[config.mk]
export PLATFORM = sky130hd
export DESIGN_NAME = lbr_vector_seq
export DESIGN_NICKNAME = d
export VERILOG_FILES = /design/src/rtl/lbr_pkg.sv /design/src/rtl/lbr_regs.sv /design/src/rtl/lbr_lowbyte.sv /design/src/rtl/lbr_seq.sv /design/src/rtl/lbr_vector_seq.sv
export SDC_FILE = /design/constraint.sdc
export NUM_CORES = 1
export LEC_CHECK = 0
export CAP_MARGIN = 40
export CELL_PAD_IN_SITES_DETAIL_PLACEMENT = 1
export CELL_PAD_IN_SITES_GLOBAL_PLACEMENT = 1
export CORE_AREA = 2 2 91 93
export DETAILED_ROUTE_END_ITERATION = 10
export DIE_AREA = 0 0 93 95
export GPL_TIMING_DRIVEN = 0
export PLACE_DENSITY_LB_ADDON = 0.1
export SLEW_MARGIN = 10
export SYNTH_ARGS = -nofsm -noshare
export SYNTH_HDL_FRONTEND = slang
export SYNTH_HIERARCHICAL = 1
export SYNTH_SLANG_ARGS = --single-unit
[constraint.sdc]
create_clock -name clk -period 2.8 [get_ports clk]
set_input_delay 0.42 -clock clk [delete_from_list [all_inputs] [get_ports clk]]
set_output_delay 0.42 -clock clk [all_outputs]
set_load 0.1 [all_outputs]
[src/rtl/lbr_pkg.sv]
package lbr_pkg;
  localparam int unsigned LBR_DATA_W  = 8;
  localparam int unsigned LBR_NUM_REQ = 8;
  localparam int unsigned LBR_IVL_W   = 2;
  localparam int unsigned LBR_BASE_W  = 4;

  // position in the three-byte branch response
  typedef enum logic [1:0] {
    PH_OPC  = 2'd0,
    PH_PAGE = 2'd1,
    PH_LOW  = 2'd2
  } phase_t;
endpackage

[src/rtl/lbr_regs.sv]
module lbr_regs #(
  parameter int unsigned DATA_W    = 8,
  parameter int unsigned BASE_W    = 4,
  parameter int unsigned IVL_W     = 2,
  parameter int unsigned LATCH_BIT = 3,
  parameter int unsigned MASK_BIT  = 2
) (
  input  logic              clk,
  input  logic              rst_n,
  input  logic              wr_page,
  input  logic              wr_ctrl,
  input  logic [DATA_W-1:0] wr_data,
  output logic [DATA_W-1:0] page_q,
  output logic [BASE_W-1:0] base_q,
  output logic [IVL_W-1:0]  ivl_q,
  output logic              latch_clr_q,
  output logic              mask_clr_q
);
  localparam int unsigned BASE_LSB = DATA_W - BASE_W;

  logic latch_clr_d;
  logic mask_clr_d;

  always_comb begin
    latch_clr_d = wr_ctrl && !wr_data[LATCH_BIT];
    mask_clr_d  = wr_ctrl && !wr_data[MASK_BIT];
  end

  always_ff @(posedge clk or negedge rst_n) begin
    if (!rst_n) begin
      page_q <= '0;
    end else if (wr_page) begin
      page_q <= wr_data;
    end
  end

  always_ff @(posedge clk or negedge rst_n) begin
    if (!rst_n) begin
      base_q <= '0;
      ivl_q  <= '0;
    end else if (wr_ctrl) begin
      base_q <= wr_data[DATA_W-1:BASE_LSB];
      ivl_q  <= wr_data[IVL_W-1:0];
    end
  end

  always_ff @(posedge clk or negedge rst_n) begin
    if (!rst_n) begin
      latch_clr_q <= 1'b0;
      mask_clr_q  <= 1'b0;
    end else begin
      latch_clr_q <= latch_clr_d;
      mask_clr_q  <= mask_clr_d;
    end
  end
endmodule

[src/rtl/lbr_lowbyte.sv]
module lbr_lowbyte #(
  parameter int unsigned DATA_W = 8,
  parameter int unsigned BASE_W = 4,
  parameter int unsigned IVL_W  = 2,
  parameter int unsigned IDX_W  = 3
) (
  input  logic [BASE_W-1:0] base,
  input  logic [IVL_W-1:0]  ivl,
  input  logic [IDX_W-1:0]  idx,
  output logic [DATA_W-1:0] low
);
  localparam int unsigned BASE_LSB = DATA_W - BASE_W;

  logic [IVL_W:0]    shamt;
  logic [DATA_W-1:0] base_full;
  logic [DATA_W-1:0] field;
  logic [DATA_W-1:0] field_mask;
  logic [DATA_W-1:0] below_mask;

  always_comb begin
    shamt      = {1'b0, ivl} + (IVL_W + 1)'(1);
    base_full  = {base, {BASE_LSB{1'b0}}};
    field      = {{(DATA_W-IDX_W){1'b0}}, idx} << shamt;
    field_mask = {{(DATA_W-IDX_W){1'b0}}, {IDX_W{1'b1}}} << shamt;
    below_mask = (DATA_W'(1) << shamt) - DATA_W'(1);
    low        = field | (base_full & ~field_mask & ~below_mask);
  end
endmodule

[src/rtl/lbr_seq.sv]
module lbr_seq
  import lbr_pkg::*;
#(
  parameter int unsigned IDX_W = 3
) (
  input  logic             clk,
  input  logic             rst_n,
  input  logic             vec_rd,
  input  logic             win_vld,
  input  logic             defer,
  input  logic [IDX_W-1:0] win_idx,
  output phase_t           phase_q,
  output logic [IDX_W-1:0] held_idx_q,
  output logic             fire_opc,
  output logic             fire_page,
  output logic             fire_low
);
  phase_t phase_d;
  logic   phase_en;

  always_comb begin
    fire_opc  = vec_rd && (phase_q == PH_OPC) && win_vld && !defer;
    fire_page = vec_rd && (phase_q == PH_PAGE);
    fire_low  = vec_rd && (phase_q == PH_LOW);
    phase_en  = fire_opc || fire_page || fire_low;
    phase_d   = phase_q;
    if (fire_opc)       phase_d = PH_PAGE;
    else if (fire_page) phase_d = PH_LOW;
    else if (fire_low)  phase_d = PH_OPC;
  end

  always_ff @(posedge clk or negedge rst_n) begin
    if (!rst_n) begin
      phase_q <= PH_OPC;
    end else if (phase_en) begin
      phase_q <= phase_d;
    end
  end

  always_ff @(posedge clk or negedge rst_n) begin
    if (!rst_n) begin
      held_idx_q <= '0;
    end else if (fire_opc) begin
      held_idx_q <= win_idx;
    end
  end
endmodule

[src/rtl/lbr_vector_seq.sv]
module lbr_vector_seq
  import lbr_pkg::*;
#(
  parameter int unsigned DATA_W  = LBR_DATA_W,
  parameter int unsigned NUM_REQ = LBR_NUM_REQ,
  parameter logic [7:0]  OPCODE  = 8'hC0
) (
  input  logic                       clk,
  input  logic                       rst_n,
  input  logic                       wr_page,
  input  logic                       wr_ctrl,
  input  logic [DATA_W-1:0]          wr_data,
  input  logic                       vec_rd,
  input  logic                       poll_rd,
  input  logic [$clog2(NUM_REQ)-1:0] win_idx,
  input  logic                       win_vld,
  input  logic                       defer,
  output logic [DATA_W-1:0]          rd_data,
  output logic                       rd_oe,
  output logic [NUM_REQ-1:0]         clr_req,
  output logic                       latch_clr_all,
  output logic                       mask_clr_all
);
  localparam int unsigned IDX_W  = $clog2(NUM_REQ);
  localparam int unsigned BASE_W = LBR_BASE_W;
  localparam int unsigned IVL_W  = LBR_IVL_W;

  // reset: asserted asynchronously, released through two flops
  logic [1:0] rst_pipe;
  logic       rst_sync_n;

  always_ff @(posedge clk or negedge rst_n) begin
    if (!rst_n) rst_pipe <= 2'b00;
    else        rst_pipe <= {rst_pipe[0], 1'b1};
  end
  assign rst_sync_n = rst_pipe[1];

  logic [DATA_W-1:0] page_q;
  logic [BASE_W-1:0] base_q;
  logic [IVL_W-1:0]  ivl_q;

  lbr_regs #(
    .DATA_W(DATA_W), .BASE_W(BASE_W), .IVL_W(IVL_W),
    .LATCH_BIT(3), .MASK_BIT(2)
  ) u_regs (
    .clk(clk), .rst_n(rst_sync_n),
    .wr_page(wr_page), .wr_ctrl(wr_ctrl), .wr_data(wr_data),
    .page_q(page_q), .base_q(base_q), .ivl_q(ivl_q),
    .latch_clr_q(latch_clr_all), .mask_clr_q(mask_clr_all)
  );

  phase_t           seq_phase;
  logic [IDX_W-1:0] held_idx;
  logic             fire_opc;
  logic             fire_page;
  logic             fire_low;

  lbr_seq #(.IDX_W(IDX_W)) u_seq (
    .clk(clk), .rst_n(rst_sync_n),
    .vec_rd(vec_rd), .win_vld(win_vld), .defer(defer), .win_idx(win_idx),
    .phase_q(seq_phase), .held_idx_q(held_idx),
    .fire_opc(fire_opc), .fire_page(fire_page), .fire_low(fire_low)
  );

  logic [DATA_W-1:0] low_held;
  logic [DATA_W-1:0] low_live;

  lbr_lowbyte #(.DATA_W(DATA_W), .BASE_W(BASE_W), .IVL_W(IVL_W), .IDX_W(IDX_W))
    u_low_vec (.base(base_q), .ivl(ivl_q), .idx(held_idx), .low(low_held));

  lbr_lowbyte #(.DATA_W(DATA_W), .BASE_W(BASE_W), .IVL_W(IVL_W), .IDX_W(IDX_W))
    u_low_poll (.base(base_q), .ivl(ivl_q), .idx(win_idx), .low(low_live));

  logic [DATA_W-1:0]  data_d;
  logic               oe_d;
  logic [NUM_REQ-1:0] clr_d;

  always_comb begin
    data_d = '0;
    oe_d   = 1'b0;
    if (fire_opc) begin
      data_d = DATA_W'(OPCODE);
      oe_d   = 1'b1;
    end else if (fire_page) begin
      data_d = page_q;
      oe_d   = 1'b1;
    end else if (fire_low) begin
      data_d = low_held;
      oe_d   = 1'b1;
    end else if (poll_rd && !vec_rd) begin
      data_d = low_live;
      oe_d   = 1'b1;
    end
  end

  for (genvar gi = 0; gi < NUM_REQ; gi++) begin : g_clr
    assign clr_d[gi] = fire_opc && (win_idx == IDX_W'(gi));
  end

  always_ff @(posedge clk or negedge rst_sync_n) begin
    if (!rst_sync_n) begin
      rd_data <= '0;
      rd_oe   <= 1'b0;
      clr_req <= '0;
    end else begin
      rd_data <= data_d;
      rd_oe   <= oe_d;
      clr_req <= clr_d;
    end
  end
endmodule

# Word-level counts from Yosys, hierarchy flattened
# Index checks and enable logic that the tools add are counted.
dict set report totals {
  romBits 0
  ramBits 0
  elab_cells 69
  out_inout_bits 19
  input_bits 19
  mem_count 0
  ff_bits 40
  latchBits 0
}
dict set report classes {
  shift 4
  n_mux 11
  eq_ne 9
  n_mul 0
  div 0
  n_lt_le_gt_ge 0
  reduce_logical 26
  bitwise 6
  n_addsub 2
}
# operator count
set ops {}
lappend ops {{$mux W8} 4}
lappend ops {{$and A8 B8 Y8} 2}
lappend ops {{$logic_and A1 B1 Y1} 16}
lappend ops {{$not A8 Y8} 2}
lappend ops {{$or A8 B8 Y8} 2}
lappend ops {{$shl A3 B3 Y8} 2}
lappend ops {{$eq A3 B3 Y1 const B} 4}
lappend ops {{$shl A1 B3 Y8 const A} 1}
lappend ops {{$shl A3 B3 Y8 const A} 1}
lappend ops {{$sub A8 B2 Y8 const B} 1}
lappend ops {{$eq A3 B2 Y1 const B} 2}
lappend ops {{$mux W2} 3}
lappend ops {{$logic_not A1 Y1} 4}
lappend ops {{$mux W1} 4}
lappend ops {{$add A2 B1 Y3 const B} 1}
lappend ops {{$eq A3 B1 Y1 const B} 1}
lappend ops {{$logic_not A3 Y1} 1}
lappend ops {{$reduce_bool A3 Y1} 1}
lappend ops {{$eq A2 B1 Y1 const B} 1}
lappend ops {{$eq A2 B2 Y1 const B} 1}
lappend ops {{$logic_not A2 Y1} 1}
lappend ops {{$logic_or A1 B1 Y1} 2}
lappend ops {{$reduce_and A2 Y1} 1}

# Logic depth before layout (Yosys ltp)
dict set report logic_depth {
  word_depth 10
  mapped_depth 7
  mapped_depth_nobuf 7
}

# Modules after synthesis
# Netlist, hierarchy kept.
# mod cells_each area_each_um2 n_inst seq_area_each_um2
set modules_own_cells {}
lappend modules_own_cells {lbr_vector_seq 73 887.1 1 475.5}
lappend modules_own_cells {lbr_regs 34 645.6 1 400.4}
lappend modules_own_cells {lbr_lowbyte 36 267.8 2 0.0}
lappend modules_own_cells {lbr_seq 15 231.5 1 125.1}

# Worst setup path after synthesis
# Ideal clock, no wire load.
dict set report synth_timing {
  kind {register -> register}
  start {reg u_regs.ivl_q[0]}
  end {reg rd_data[3]}
  setup_time_ns 0.094
  path_buffers 1
  arrival_ns 1.946
  stages_incl_launch_ff 8
  period_less_slack_ns 2.040
  path_slack_ns 0.760
  required_time_ns 2.706
  cell_sequence {dfrtp_1 inv_1 ha_1 buf_4 mux2_2 nor2_1 nand4bb_1 a221oi_2}
}
dict set report synth_between {
  elab_chain_cells 10
  word_cells_on_any_way 16
  cone_classes {add/sub: 2; shift: 4; mux: 4; bitwise: 6}
}
# item line_no
set synth_rtl {}
lappend synth_rtl {{start, declared} lbr_regs.sv:15} ;# output logic [IVL_W-1:0] ivl_q,
lappend synth_rtl {{start signal, assigned} lbr_regs.sv:43} ;# ivl_q <= wr_data[IVL_W-1:0];
lappend synth_rtl {{$add A2 B1 Y3 *} lbr_lowbyte.sv:21} ;# shamt = {1'b0, ivl} + (IVL_W + 1)'(1);
lappend synth_rtl {{$shl A1 B3 Y8 / $shl A3 B3 Y8 (equally long branches)} {lbr_lowbyte.sv:25, lbr_lowbyte.sv:24}}
lappend synth_rtl {{$sub A8 B2 Y8 / $not A8 Y8 (equally long branches)} {lbr_lowbyte.sv:25, lbr_lowbyte.sv:26}}
lappend synth_rtl {{$not A8 Y8 / $and A8 B8 Y8 (equally long branches)} lbr_lowbyte.sv:26} ;# low = field | (base_full & ~field_mask & ~below_mask);
lappend synth_rtl {{$and A8 B8 Y8} lbr_lowbyte.sv:26}
lappend synth_rtl {{$or A8 B8 Y8 *} lbr_lowbyte.sv:26}
lappend synth_rtl {{via low_live[3]} lbr_vector_seq.sv:66} ;# logic [DATA_W-1:0] low_live;
lappend synth_rtl {{$mux W8 *} lbr_vector_seq.sv:90} ;# end else if (poll_rd && !vec_rd) begin
lappend synth_rtl {{$mux W8 *} lbr_vector_seq.sv:87} ;# end else if (fire_low) begin
lappend synth_rtl {{$mux W8 *} lbr_vector_seq.sv:84} ;# end else if (fire_page) begin
lappend synth_rtl {{$mux W8 *} lbr_vector_seq.sv:81} ;# if (fire_opc) begin
lappend synth_rtl {{via data_d[3]} lbr_vector_seq.sv:74} ;# logic [DATA_W-1:0] data_d;
lappend synth_rtl {{end signal, assigned} lbr_vector_seq.sv:106} ;# rd_data <= data_d;
lappend synth_rtl {{end, declared} lbr_vector_seq.sv:18} ;# output logic [DATA_W-1:0] rd_data,
# Mark *: on every way through the listed nets, which the timed path passes. The rest lies on a longest branch.
# A chain may end at the register's enable or synchronous reset.

# Worst setup path after layout
# Same ends and word-level chain as after synthesis.

==> flow_summary.json <==
{
  "outcome": "finished clean",
  "fill_cells": 881,
  "dr_total_vias": 1652,
  "ys.flop_type": "dfrtp_1",
  "synth.distinct_cells": 34,
  "final-seq-area_um2": 1000,
  "clock_sinks": 40,
  "synthesis.nets": 227,
  "drv_cap": 0,
  "synth_top_area_share_pct": 43.5,
  "grtUsageMet1_pct": 18.0,
  "synth_compound_area_share_pct": 10.9,
  "synth_warnings": 6,
  "ys_async_sr_fraction_pct": 100,
  "top_usage_layer": "met2",
  "finClkSkew_ns": 0.00717,
  "n_antenna_cell": 0,
  "cts_setup_buffers": 0,
  "switching_share_pct": 35.5,
  "path_clk_slew_ns": 0.08,
  "worstMarginPinSlew_ns": 0.682,
  "ys_seq_elements": 40,
  "cts_resized": 0,
  "nets": 289,
  "hold_viol": 0,
  "yosys.area.top_type": "dfrtp_1",
  "coreArea_um2": 7930,
  "track_usage_pct": 13.6,
  "cp_data_arrival_time_ns": 2.71,
  "rsz0062_at_grt": "false",
  "drt_iter0_markers": 58,
  "port_buffers": 35,
  "route.detailed.drc": 0,
  "synth_common_cells": "40 x dfrtp_1, 16 x inv_1, 16 x mux2_4, 14 x ha_1, 12 x nor2_1",
  "p_seq_share_pct": 36.9,
  "vdd_ir_drop_max_v": 0.000182,
  "gr-usage-met3_pct": 2.55,
  "dr.pass1.iters": 4,
  "synth_area_leaders": "dfrtp_1 44%, mux2_4 10%, ha_1 7.6%",
  "grt_pass1_wl_um": 9150,
  "yosysSeqAreaShare_pct": 43.5,
  "fin_util_pct": 40.3,
  "post-synth-top-count-cell": "dfrtp_1",
  "cts_tree": "built",
  "holdCritPathClass": "flop to async pin",
  "synth_top_family_by_area": "simple AND/OR/NAND/NOR gates",
  "p_leak_nw": 1.42,
  "grtUsageMet2_pct": 22.4,
  "avgRoutedWirePerCell_um": 15.3,
  "dp_hpwl_um": 4390,
  "gr-total-overflow": 0,
  "fin_crit_sh_pct": 89.8,
  "criticalPathCategory": "flop to flop",
  "internal_power_mw": 1.24,
  "synthSimpleGateAreaFrac_pct": 17.1,
  "cts.htree.levels": 2,
  "crit_path_end_kind": "flop",
  "synthToLayoutAreaGrowth_pct": 39.0,
  "clock_power_share_pct": 24.0,
  "ant_nets": 0,
  "fmax_mhz": 398,
  "antenna_found_initial": 0,
  "dieArea_um2": 8840,
  "period_needed_ns": 2.51,
  "tns_ns": 0,
  "cp.required_ns": 3.00,
  "syn_inst": 194,
  "place.gp.congestion": 0.750,
  "synth-xor-area-share_pct": 0,
  "grt_max_degree": 28,
  "synth_edf_count": 0,
  "clk_latency_ns": 0.29,
  "syn_area_per_cell_um2": 11.9,
  "synth.area.mux_share_pct": 14.3,
  "power_frac_comb_pct": 39.1,
  "viasPerCell": 4.56,
  "yosys.area_share.adder_pct": 7.62,
  "clock-root-buffer": "clkbuf_8",
  "rows": 33,
  "dieWidth_um": 93,
  "initial_core_util_pct": 29.0,
  "wl_um": 5540,
  "pin_count": 38,
  "die_y_um": 95,
  "multi_input_area_um2": 1150,
  "p_per_area_nw_per_um2": 600,
  "slew_headroom_pct": 54.5,
  "final-setup-viol-count": 0,
  "cts_max_path_buffers": 2,
  "worstPathMaxFanout": 17,
  "worstSetupStartpointType": "flop",
  "hold_buffers": 0,
  "slew_violations": 0,
  "power.switching_mw": 0.681,
  "grt_pass1_vias": 1765,
  "cts_buffers": 5,
  "netlist_area_um2": 2300,
  "drive_above_1_share_pct": 28.8
}
[per-stage QoR]
| stage | instances | area, um2 | worst slack, ns | power (mW) | hold WS, ns |
|---|---|---|---|---|---|
| finish | 362 | 3200 | 0.287 | 1.92 | 0.152 |
| global route | 362 | 3200 | 0.0505 | 2.02 | 0.179 |
| CTS | 362 | 3200 | 0.283 | 1.95 | 0.164 |
| detailed placement | 354 | 3090 | 0.343 | 1.48 | 0.155 |
| global placement | 334 | 2780 | 0.303 | 1.38 | 0.335 |
| floorplan | 194 | 2300 | 0.760 | 1.20 | 0.124 |
[layout make-up]
| type | instances | share of cell area, % |
|---|---|---|
| Timing Repair Buffer | 55 | 20.5 |
| Clock inverter | 2 | 1.10 |
| Tap cell | 105 | 4.11 |
| Sequential cell | 40 | 31.4 |
| Multi-Input combinational cell | 128 | 36.1 |
| Buffer | 10 | 2.70 |
| Inverter | 16 | 1.88 |
| Clock buffer | 6 | 2.27 |
[worst paths after layout]
kind	cells after the start	end	slack [ns]	startpoint
setup / recovery	7	rd_data[3]$_DFF_PN0_	0.29	u_regs/ivl_q[0]$_DFFE_PN0P_
hold / removal	0	clr_req[4]$_DFF_PN0_	0.15	rst_pipe[1]$_DFF_PN0_
setup reg to reg	7	rd_data[3]$_DFF_PN0_	0.29	u_regs/ivl_q[0]$_DFFE_PN0P_
hold reg to reg	0	clr_req[4]$_DFF_PN0_	0.15	rst_pipe[1]$_DFF_PN0_
max in group asynchronous	1	rd_data[7]$_DFF_PN0_	2.22	rst_pipe[1]$_DFF_PN0_
min in group clk	0	rst_pipe[1]$_DFF_PN0_	0.36	rst_pipe[0]$_DFF_PN0_
[state kept, by name, summed over array words and instances, names as in the netlist]
name                count
clr_req                 8
u_seq/phase_q           2
u_regs/ivl_q            2
u_seq/held_idx_q        3
u_regs/mask_clr_q       1
u_regs/page_q           8
u_regs/latch_clr_q      1
rd_data                 8
u_regs/base_q           4
rd_oe                   1
rst_pipe                2
[cell families (layout without fill, tap and decap cells)]
family / count (synthesis) / in the layout
other cells: 1 / 1
buf+inv: 26 / 89
fa+ha+maj: 14 / 14
mux: 24 / 24
flops: 40 / 40
compound gates: 26 / 26
simple gates: 63 / 63
[cell usage in the layout (no fill, tap or decap), drive strengths merged, types with 8 or more instances in the layout]
cell           count
ha                14
buf               28
mux2              22
nand4bb            8
clkdlybuf4s50     35
inv               16
nand2             10
a21oi              8
dfrtp             40
nor3              11
clkbuf             8
nor2              12
[routing by layer]
layer  up-vias  part of all wire, %
li1        804                    -
met1       820                   49
met2        23                   48
met3         5                  2.3
met4         0                  1.4
met5         -                    0
[critical path, cell delays in order (launching register included)]
cell	delay (ns)
dfrtp_1	0.78
inv_1	0.24
ha_1	0.35
buf_4	0.15
mux2_2	0.35
nor2_1	0.14
nand4bb_1	0.15
a221oi_2	0.25
[power by group through the flow]
| stage | Sequential (mW) | Combinational (mW) | Clock [mW] |
|---|---|---|---|
| after floorplan | 0.901 | 0.303 | 0 |
| after global placement | 0.726 | 0.651 | 0 |
| after detailed placement | 0.722 | 0.755 | 0 |
| after CTS | 0.710 | 0.758 | 0.483 |
| after global routing | 0.720 | 0.802 | 0.501 |
| final | 0.706 | 0.750 | 0.460 |
No activity file was read; power rests on OpenSTA's default activity.
